## src/rtl/eaddr_pkg.sv

```systemverilog
package eaddr_pkg;

  typedef enum logic [2:0] {
    K_DATA     = 3'd0,
    K_FETCH    = 3'd1,
    K_STACK    = 3'd2,
    K_STRDST   = 3'd3,
    K_IO_SHORT = 3'd4,
    K_IO_WIDE  = 3'd5
  } kind_e;

  typedef enum logic [1:0] {
    SEG_ES = 2'd0,
    SEG_CS = 2'd1,
    SEG_SS = 2'd2,
    SEG_DS = 2'd3
  } seg_e;

  typedef enum logic [1:0] {
    BASE_NONE = 2'd0,
    BASE_BX   = 2'd1,
    BASE_BP   = 2'd2
  } base_e;

  typedef enum logic [1:0] {
    IDX_NONE = 2'd0,
    IDX_SI   = 2'd1,
    IDX_DI   = 2'd2
  } idx_e;

  typedef enum logic [1:0] {
    DISP_NONE  = 2'd0,
    DISP_SHORT = 2'd1,
    DISP_FULL  = 2'd2
  } disp_e;

endpackage

```

## src/rtl/eaddr_offset.sv

```systemverilog
module eaddr_offset
  import eaddr_pkg::*;
#(
  parameter int OFS_W   = 16,
  parameter int SHORT_W = 8
) (
  input  logic [2:0]       kind,
  input  logic [1:0]       base_code,
  input  logic [1:0]       idx_code,
  input  logic [1:0]       disp_code,
  input  logic [OFS_W-1:0] disp,
  input  logic [OFS_W-1:0] bx,
  input  logic [OFS_W-1:0] bp,
  input  logic [OFS_W-1:0] si,
  input  logic [OFS_W-1:0] di,
  input  logic [OFS_W-1:0] sp,
  input  logic [OFS_W-1:0] ip,
  input  logic [OFS_W-1:0] dx,
  output logic [OFS_W-1:0] offset,
  output logic             is_io
);

  localparam int EXT_W = OFS_W - SHORT_W;

  logic [OFS_W-1:0] base_term;
  logic [OFS_W-1:0] idx_term;
  logic [OFS_W-1:0] disp_term;
  logic [OFS_W-1:0] short_sext;
  logic [OFS_W-1:0] short_port;
  logic [OFS_W-1:0] ea_sum;

  // Short displacement is widened with its top bit copied upwards.
  assign short_sext = {{EXT_W{disp[SHORT_W-1]}}, disp[SHORT_W-1:0]};
  assign short_port = {{EXT_W{1'b0}}, disp[SHORT_W-1:0]};

  always_comb begin
    base_term = '0;
    case (base_code)
      BASE_BX: base_term = bx;
      BASE_BP: base_term = bp;
      default: base_term = '0;
    endcase

    idx_term = '0;
    case (idx_code)
      IDX_SI:  idx_term = si;
      IDX_DI:  idx_term = di;
      default: idx_term = '0;
    endcase

    disp_term = '0;
    case (disp_code)
      DISP_SHORT: disp_term = short_sext;
      DISP_FULL:  disp_term = disp;
      default:    disp_term = '0;
    endcase
  end

  // Sum truncates to OFS_W bits, giving modulo 2^OFS_W wrap.
  assign ea_sum = base_term + idx_term + disp_term;

  always_comb begin
    offset = ea_sum;
    is_io  = 1'b0;
    case (kind)
      K_FETCH:    offset = ip;
      K_STACK:    offset = sp;
      K_STRDST:   offset = di;
      K_IO_SHORT: begin
        offset = short_port;
        is_io  = 1'b1;
      end
      K_IO_WIDE:  begin
        offset = dx;
        is_io  = 1'b1;
      end
      default:    offset = ea_sum;
    endcase
  end

endmodule

```

## src/rtl/eaddr_segsel.sv

```systemverilog
module eaddr_segsel
  import eaddr_pkg::*;
(
  input  logic [2:0] kind,
  input  logic [1:0] base_code,
  input  logic       ovr_valid,
  input  logic [1:0] ovr_seg,
  output logic [1:0] seg_code
);

  logic [1:0] data_default;

  assign data_default = (base_code == BASE_BP) ? SEG_SS : SEG_DS;

  always_comb begin
    case (kind)
      K_FETCH:    seg_code = SEG_CS;
      K_STACK:    seg_code = SEG_SS;
      K_STRDST:   seg_code = SEG_ES;
      K_IO_SHORT: seg_code = 2'd0;
      K_IO_WIDE:  seg_code = 2'd0;
      default:    seg_code = ovr_valid ? ovr_seg : data_default;
    endcase
  end

endmodule

```

## src/rtl/eaddr_phys.sv

```systemverilog
module eaddr_phys
  import eaddr_pkg::*;
#(
  parameter int OFS_W     = 16,
  parameter int SEG_SHIFT = 4,
  localparam int PA_W     = OFS_W + SEG_SHIFT
) (
  input  logic [1:0]       seg_code,
  input  logic             is_io,
  input  logic [OFS_W-1:0] offset,
  input  logic [OFS_W-1:0] es,
  input  logic [OFS_W-1:0] cs,
  input  logic [OFS_W-1:0] ss,
  input  logic [OFS_W-1:0] ds,
  output logic [PA_W-1:0]  phys
);

  logic [OFS_W-1:0] seg_val;
  logic [PA_W-1:0]  seg_base;
  logic [PA_W-1:0]  ofs_ext;

  always_comb begin
    case (seg_code)
      SEG_ES:  seg_val = es;
      SEG_CS:  seg_val = cs;
      SEG_SS:  seg_val = ss;
      default: seg_val = ds;
    endcase
  end

  assign seg_base = {seg_val, {SEG_SHIFT{1'b0}}};
  assign ofs_ext  = {{SEG_SHIFT{1'b0}}, offset};
  // Sum truncates to PA_W bits, giving modulo 2^PA_W wrap.
  assign phys     = is_io ? ofs_ext : (seg_base + ofs_ext);

endmodule

```

## src/rtl/eaddr_gen.sv

```systemverilog
module eaddr_gen
  import eaddr_pkg::*;
#(
  parameter int OFS_W     = 16,
  parameter int SEG_SHIFT = 4,
  parameter int SHORT_W   = 8,
  localparam int PA_W     = OFS_W + SEG_SHIFT
) (
  input  logic             clk,
  input  logic             rst_n,
  input  logic             req_valid,
  input  logic [2:0]       req_kind,
  input  logic [1:0]       req_base,
  input  logic [1:0]       req_index,
  input  logic [1:0]       req_disp_sz,
  input  logic [OFS_W-1:0] req_disp,
  input  logic             ovr_valid,
  input  logic [1:0]       ovr_seg,
  input  logic [OFS_W-1:0] reg_bx,
  input  logic [OFS_W-1:0] reg_bp,
  input  logic [OFS_W-1:0] reg_si,
  input  logic [OFS_W-1:0] reg_di,
  input  logic [OFS_W-1:0] reg_sp,
  input  logic [OFS_W-1:0] reg_ip,
  input  logic [OFS_W-1:0] reg_dx,
  input  logic [OFS_W-1:0] seg_es,
  input  logic [OFS_W-1:0] seg_cs,
  input  logic [OFS_W-1:0] seg_ss,
  input  logic [OFS_W-1:0] seg_ds,
  output logic             out_valid,
  output logic             out_io,
  output logic [1:0]       out_seg,
  output logic [OFS_W-1:0] out_offset,
  output logic [PA_W-1:0]  out_phys
);

  logic [OFS_W-1:0] nxt_offset;
  logic             nxt_io;
  logic [1:0]       nxt_seg;
  logic [PA_W-1:0]  nxt_phys;

  logic             valid_q;
  logic             io_q;
  logic [1:0]       seg_q;
  logic [OFS_W-1:0] offset_q;
  logic [PA_W-1:0]  phys_q;

  eaddr_offset #(.OFS_W(OFS_W), .SHORT_W(SHORT_W)) u_offset (
    .kind      (req_kind),
    .base_code (req_base),
    .idx_code  (req_index),
    .disp_code (req_disp_sz),
    .disp      (req_disp),
    .bx        (reg_bx),
    .bp        (reg_bp),
    .si        (reg_si),
    .di        (reg_di),
    .sp        (reg_sp),
    .ip        (reg_ip),
    .dx        (reg_dx),
    .offset    (nxt_offset),
    .is_io     (nxt_io)
  );

  eaddr_segsel u_segsel (
    .kind      (req_kind),
    .base_code (req_base),
    .ovr_valid (ovr_valid),
    .ovr_seg   (ovr_seg),
    .seg_code  (nxt_seg)
  );

  eaddr_phys #(.OFS_W(OFS_W), .SEG_SHIFT(SEG_SHIFT)) u_phys (
    .seg_code (nxt_seg),
    .is_io    (nxt_io),
    .offset   (nxt_offset),
    .es       (seg_es),
    .cs       (seg_cs),
    .ss       (seg_ss),
    .ds       (seg_ds),
    .phys     (nxt_phys)
  );

  // Result register: valid every cycle, payload on request only.
  always_ff @(posedge clk or negedge rst_n) begin
    if (!rst_n) begin
      valid_q  <= 1'b0;
      io_q     <= 1'b0;
      seg_q    <= '0;
      offset_q <= '0;
      phys_q   <= '0;
    end else begin
      valid_q <= req_valid;
      if (req_valid) begin
        io_q     <= nxt_io;
        seg_q    <= nxt_seg;
        offset_q <= nxt_offset;
        phys_q   <= nxt_phys;
      end
    end
  end

  assign out_valid  = valid_q;
  assign out_io     = io_q;
  assign out_seg    = seg_q;
  assign out_offset = offset_q;
  assign out_phys   = phys_q;

endmodule

```

## config.mk

```make
export PLATFORM = sky130hd
export DESIGN_NAME = eaddr_gen
export DESIGN_NICKNAME = d
export VERILOG_FILES = /design/src/rtl/eaddr_pkg.sv /design/src/rtl/eaddr_offset.sv /design/src/rtl/eaddr_segsel.sv /design/src/rtl/eaddr_phys.sv /design/src/rtl/eaddr_gen.sv
export SDC_FILE = /design/constraint.sdc
export NUM_CORES = 1
export LEC_CHECK = 0
export ABC_AREA = 1
export ABC_CLOCK_PERIOD_IN_PS = 800
export BUFFER_PORTS_ARGS = -buffer_cell sky130_fd_sc_hd__buf_2
export CORE_ASPECT_RATIO = 0.7
export CORE_MARGIN = 2
export CORE_UTILIZATION = 40
export CTS_CLUSTER_SIZE = 14
export DETAILED_ROUTE_END_ITERATION = 10
export GPL_ROUTABILITY_DRIVEN = 0
export PLACE_DENSITY = 0.82
export SYNTH_ARGS = -nofsm -noshare
export SYNTH_HDL_FRONTEND = slang
export SYNTH_HIERARCHICAL = 1
export SYNTH_SLANG_ARGS = --single-unit
```

## constraint.sdc

```tcl
create_clock -name clk -period 0.8 [get_ports clk]
set_input_delay 0.16 -clock clk [delete_from_list [all_inputs] [get_ports clk]]
set_output_delay 0.16 -clock clk [all_outputs]
set_load 0.01 [all_outputs]
```

=== Word-level counts from Yosys, hierarchy flattened ===
Index checks and enable logic that the tools add are counted.

* Bits of input ports: 207
* Register bits: 40
* Logic and storage cells: 34

* Equal/unequal tests: 13
* Muxes and demuxes: 10
* Reduce and logical (&&, ||, !) cells: 3
* Add/subtract/negate cells: 3

{| class="wikitable"
|+ Operators with widths
! cell !! number
|-
| one-hot mux 16 bit (2 select lines) || 3
|-
| one-hot mux 16 bit (5 select lines) || 1
|-
| one-hot mux 16 bit (3 select lines) || 1
|-
| adder 16 bit || 2
|-
| adder 20 x 16 -> 20 bit || 1
|-
| 2-to-1 mux 20 bit || 1
|-
| == test 2 x 1 -> 1 bit (second input constant) || 4
|-
| == test 2 bit (second input constant) || 4
|-
| == test 3 x 2 -> 1 bit (second input constant) || 2
|-
| == test 3 bit (second input constant) || 2
|-
| one-hot mux 2 bit (3 select lines) || 1
|-
| == test 3 x 1 -> 1 bit (second input constant) || 1
|-
| OR reduction 3 bit || 1
|-
| zero test 2 bit || 1
|-
| 2-to-1 mux 1 bit || 2
|-
| 2-to-1 mux 2 bit || 1
|-
| OR reduction 2 bit || 1
|}

=== Logic depth before layout (Yosys ltp) ===
* Word-level depth: 8
* Depth in mapped cells: 37
* Gate-level depth less buffers: 36

=== Hierarchy ===
The synthesis kept the hierarchy.

{| class="wikitable"
|+ Modules (own cells, without submodules)
! module !! cells each !! instances !! area an instance (sq um)
|-
| eaddr_offset || 447 || 1 || 2478.6
|-
| eaddr_gen || 166 || 1 || 1491.4
|-
| eaddr_phys || 271 || 1 || 1407.6
|-
| eaddr_segsel || 20 || 1 || 77.6
|}

=== Worst setup path before layout ===
OpenSTA, ideal clock, no wires.

* Path kind: input to register
* Start: in req_base[0]
* End: reg phys_q[14] (netlist: out_phys[14])
* Path slack: -3.450 ns
* Cell stages on the path: 30
* Arrival time: 4.133 ns
* Buffers on the path: 2
* Path through: inv_1 ha_1 clkbuf_1 clkbuf_1 a22o_1 nand2_1 fa_1 inv_1 ha_1 inv_1 fa_1 inv_1 nand2_1 nand2_1 nand3_1 nand2_1 a21oi_1 or2_2 nand3_1 nand2_1 ha_1 a21oi_1 nor2_1 nor2_1 nand3_1 or2_2 nand3_1 nand2_1 nand2_1 nand2_1

* Elaborated cells on any way between the ends: 15
* Those cells by class: add/sub (3); eq/ne (4); mux (7); reduce/logical (1)

{| class="wikitable"
|+ RTL lines
! element !! line !! RTL
|-
| start, declared || eaddr_gen.sv:13 || <nowiki>input logic [1:0] req_base,</nowiki>
|-
| == test 2 bit or == test 2 x 1 -> 1 bit (tied branches) || eaddr_offset.sv:38 || <nowiki>case (base_code)</nowiki>
|-
| one-hot mux 16 bit (2 select lines) * || eaddr_offset.sv:38 ||
|-
| adder 16 bit * (2 in a row) || eaddr_offset.sv:60 || <nowiki>assign ea_sum = base_term + idx_term + disp_term;</nowiki>
|-
| one-hot mux 16 bit (5 select lines) * || eaddr_offset.sv:65 || <nowiki>case (kind)</nowiki>
|-
| named net nxt_offset[11] || eaddr_gen.sv:37 || <nowiki>logic [OFS_W-1:0] nxt_offset;</nowiki>
|-
| adder 20 x 16 -> 20 bit * || eaddr_phys.sv:34 || <nowiki>assign phys = is_io ? ofs_ext : (seg_base + ofs_ext);</nowiki>
|-
| 2-to-1 mux 20 bit * || eaddr_phys.sv:34 ||
|-
| named net nxt_phys[14] || eaddr_gen.sv:40 || <nowiki>logic [PA_W-1:0] nxt_phys;</nowiki>
|-
| end signal, assigned || eaddr_gen.sv:98 || <nowiki>phys_q <= nxt_phys;</nowiki>
|-
| end, declared || eaddr_gen.sv:46 || <nowiki>logic [PA_W-1:0] phys_q;</nowiki>
|}

Mark *: on every way through the listed nets, which the timed path passes. The rest lies on a longest branch.
A chain may end at the register's enable or synchronous reset.

=== Worst setup path in the final report ===
* Start: in req_disp_sz[0]
* End: reg phys_q[9] (netlist: out_phys[9])

* Longest elaborated chain between the ends: 6
* Elaborated cells on any way between the ends: 7
* Those cells by class: add/sub (2); eq/ne (2); mux (3)

{| class="wikitable"
|+ Ends and longest elaborated chain
! element !! line !! RTL
|-
| start, declared || eaddr_gen.sv:15 || <nowiki>input logic [1:0] req_disp_sz,</nowiki>
|-
| == test 2 bit or == test 2 x 1 -> 1 bit (tied branches) || eaddr_offset.sv:52 || <nowiki>case (disp_code)</nowiki>
|-
| one-hot mux 16 bit (2 select lines) * || eaddr_offset.sv:52 ||
|-
| adder 16 bit * || eaddr_offset.sv:60 ||
|-
| one-hot mux 16 bit (5 select lines) * || eaddr_offset.sv:65 ||
|-
| named net nxt_offset[6] || eaddr_gen.sv:37 ||
|-
| adder 20 x 16 -> 20 bit * || eaddr_phys.sv:34 ||
|-
| 2-to-1 mux 20 bit * || eaddr_phys.sv:34 ||
|-
| named net nxt_phys[9] || eaddr_gen.sv:40 ||
|}

Marked as above.

==> impl_metrics.ini <==
[die]
die_area_um2 = 14600
chip_height_um = 102
num_io_pins = 247
row_count = 35
die_width_um = 144
core_um2 = 13200
initial_core_util_pct = 41.2

[critical_path]
critical_path.startpoint_type = input pin
critical_path.max_fanout = 6
criticalPathCategory = input pin to register
worst-endpoint-required_ps = 970
setup.worst_path.end_class = register
critical_path.reg2reg.startpoint = out_offset[1]
arrival_ps = 4130
worst-r2r-cell-count = 4
setup.reg_to_reg.worst_slack_ps = -70
regToRegEndpoint = out_offset[1]

[synth]
cell_types_occupying_the_most_area_after_synthesis = sky130_fd_sc_hd__nand2_1, sky130_fd_sc_hd__dfrtp_1, sky130_fd_sc_hd__inv_1
ys_dominant_reg_cell = sky130_fd_sc_hd__dfrtp_1
synth_warnings = 6
synth_top_cell_by_area = sky130_fd_sc_hd__nand2_1
synth.yosys.seq_area_share_pct = 18.3
synth-edff-count = 0
ys_ff_latch = 40
synth_fp_nets = 1162
synthesis.area_um2 = 5460
post_synthesis_cell_count = 904
synthDistinctLibCells = 41
synth_top_area_share_pct = 25.6
synth_area_per_cell_um2 = 6.03
async_flop_share_pct = 100

[cts]
cts.sink_count = 40
clock_tree.htree_level_count = 2
insertion_delay_ps = 280
clock_tree.buffer_depth = 2
cts-root-buf = sky130_fd_sc_hd__clkbuf_16
clock_tree_from_tritoncts = yes
cts-buffers-inserted = 5
clk_pin_slew_worst_paths_ps = 60

[worst_hold_path]
timing.hold.worst_path_depth = 2
holdPathEnd = out_valid
hold_start = req_valid
class_of_the_worst_hold_path = input pin to register

[route]
drt-vias-per-instance = 5.73
drtIter0Drc = 1103
detailedRoute.firstPassIterationCount = 9
num_vias = 8602
route.detailed.drc = 0
drt-total-wl_um = 28700
wl_per_cell_um = 19.1
route.antenna.remaining_nets = 0

[timing]
fin_setup_tns_ps = -86700
fin_ws_ps = -3160
maxSlewHeadroom_pct = 59.8
measured_slew_at_the_worst_slew_check_pin_ps = 603
hold_viol_final = 0
timing.final.max_slew_violations = 0
fin_crit_ps = 3960
grt_setup_unrepaired = yes
fin_worst_hold_slack_ps = 250
setup-violations-final = 78
timing.clock.skew_ps = 0
peak_clock_frequency_supported_by_timing_mhz = 252
post-route-period-util_pct = 495

[power_and_ir_drop]
leakage_nw = 5.47
irDropWorstVdd_mv = 1.04
cellPowerDensity_nw_per_um2 = 1590

[final_layout]
final_cell_mix = sky130_fd_sc_hd__nand2_1, sky130_fd_sc_hd__buf_2, sky130_fd_sc_hd__buf_4, sky130_fd_sc_hd__inv_1, sky130_fd_sc_hd__nand2_2
areaGrowthSynthToFinish_pct = 84.2
stdcell_area_um2 = 10000
leading_cell_type_in_the_layout_fill_and_taps_excluded = sky130_fd_sc_hd__nand2_1
layout-drive-gt1-share_pct = 52.9
finalNetCount = 1571
fillCellCount = 874

[status]
run_status = finished with violations
violations = negative setup slack

[flow_run]
drv.max_cap_violation_count = 0

[grt]
groute.usage.overall_pct = 30.9
grt_remaining_overflow = 0
grt_start_max_net_pins = 41
first_global_vias = 7382
grt_antenna_before_repair = 0
wire_length_of_the_first_global_routing_pass_um = 35800

[placement]
dpl_cell_area_um2 = 8140
place.detailed.hpwl_um = 17600
placement.io_buffers = 246
-- sequential cells by signal, summed over array words and instances, names as in the netlist --
signal and count:
out_io 1, out_offset 16, out_phys 20, out_seg 2, out_valid 1
-- critical path: stages --
cell,delay (ps)
sky130_fd_sc_hd__buf_8,100
sky130_fd_sc_hd__inv_4,50
sky130_fd_sc_hd__ha_4,200
sky130_fd_sc_hd__clkinv_4,50
sky130_fd_sc_hd__o21ai_4,50
sky130_fd_sc_hd__inv_2,90
sky130_fd_sc_hd__buf_4,130
sky130_fd_sc_hd__nand2_2,60
sky130_fd_sc_hd__fa_2,580
sky130_fd_sc_hd__inv_2,60
sky130_fd_sc_hd__ha_4,250
sky130_fd_sc_hd__nand3_2,80
sky130_fd_sc_hd__nand2_4,100
sky130_fd_sc_hd__inv_2,60
sky130_fd_sc_hd__o21ai_4,200
sky130_fd_sc_hd__nor2_1,60
sky130_fd_sc_hd__o21bai_1,230
sky130_fd_sc_hd__ha_2,380
sky130_fd_sc_hd__nand2_1,150
sky130_fd_sc_hd__nand3_4,150
sky130_fd_sc_hd__a21oi_4,250
sky130_fd_sc_hd__buf_4,160
sky130_fd_sc_hd__xor2_1,230
sky130_fd_sc_hd__o21ai_1,160
sky130_fd_sc_hd__nand2_1,90
sky130_fd_sc_hd__nand2_1,50
-- final cells by class --
class	instances	area [um^2]	share of cell area [%]
flip-flops and latches	40	1000	9.96
repair buffers	436	3150	31.3
clock buffers	5	125	1.25
diodes	2	5.00	0.0498
inverters	129	529	5.27
multi-input cells	701	4990	49.7
well taps	185	231	2.30
clock inverters	2	12.5	0.125
-- per-stage QoR --
stage	worst slack, ps	power, mW	utilization, %	instances
after floorplan	-2870	7.04	-	904
after global placement	-3250	10.0	61.5	1419
after detailed placement	-3270	10.2	61.5	1419
after CTS	-2790	13.5	69.9	1466
after global routing	-3230	16.6	75.9	1498
final	-3160	15.9	76.0	1500
-- power by group --
part | switching, mW | total (mW) | internal (mW)
clock | 0.768 | 1.90 | 1.13
combinational | 6.05 | 11.3 | 5.23
sequential | 0.301 | 2.77 | 2.47
-- cells by family after synthesis --
logic type,synth area share [%]
XOR/XNOR,0.321
AO/OA/AOI/OAI,16.5
flip-flops,18.3
AND/OR/NAND/NOR,38.4
buffers and inverters,12.4
adder cells (fa/ha/maj),14.0
-- Yosys cell counts (2+ instances only) --
cell,instances
sky130_fd_sc_hd__ha_1,34
sky130_fd_sc_hd__inv_1,116
sky130_fd_sc_hd__buf_4,7
sky130_fd_sc_hd__nor2_1,34
sky130_fd_sc_hd__or2_0,2
sky130_fd_sc_hd__a21oi_1,32
sky130_fd_sc_hd__o21ai_0,50
sky130_fd_sc_hd__a221oi_1,15
sky130_fd_sc_hd__nand2_1,372
sky130_fd_sc_hd__nand3_2,4
sky130_fd_sc_hd__o21ai_1,3
sky130_fd_sc_hd__buf_2,12
sky130_fd_sc_hd__or2_2,7
sky130_fd_sc_hd__a21o_1,3
sky130_fd_sc_hd__buf_6,3
sky130_fd_sc_hd__inv_2,12
sky130_fd_sc_hd__xor2_1,2
sky130_fd_sc_hd__clkbuf_1,12
sky130_fd_sc_hd__o21a_1,3
sky130_fd_sc_hd__nand2_2,4
sky130_fd_sc_hd__o22ai_1,15
sky130_fd_sc_hd__dfrtp_1,40
sky130_fd_sc_hd__nand2_4,2
sky130_fd_sc_hd__a21oi_2,2
sky130_fd_sc_hd__nor2_2,2
sky130_fd_sc_hd__a22o_1,17
sky130_fd_sc_hd__nor2_4,2
sky130_fd_sc_hd__nand4_1,6
sky130_fd_sc_hd__nand3_1,62
sky130_fd_sc_hd__o21bai_1,2
sky130_fd_sc_hd__fa_1,17
-- layer usage --
metal / part of all wire [%] / vias to the layer above / track usage, %
li1: - / 3723 / -
met3: 12 / 225 / 5.77
met5: 0 / - / 0
met2: 45 / 745 / 51.0
met4: 6.6 / 0 / 9.20
met1: 36 / 3909 / 41.6
-- what timing repair did --
action,in CTS,in global routing
pin swaps,72,86
hold buffers,1,0
hold endpoints to repair,40,0
endpoints found under the setup margin,79,79
setup buffers,39,37
cloned,1,0
resized for setup,153,143
-- how the worst max path moves through the flow --
stage | startpoint | to | depth (start not counted)
after global placement | req_base[0] | out_phys[18] | 28
after CTS | req_disp_sz[0] | out_phys[12] | 29
after detailed placement | req_base[0] | out_phys[18] | 28
final | req_disp_sz[0] | out_phys[9] | 26
after floorplan | req_base[0] | out_phys[12] | 29
after global routing | req_disp_sz[0] | out_phys[9] | 26
Power figures use the tool's default switching activity.
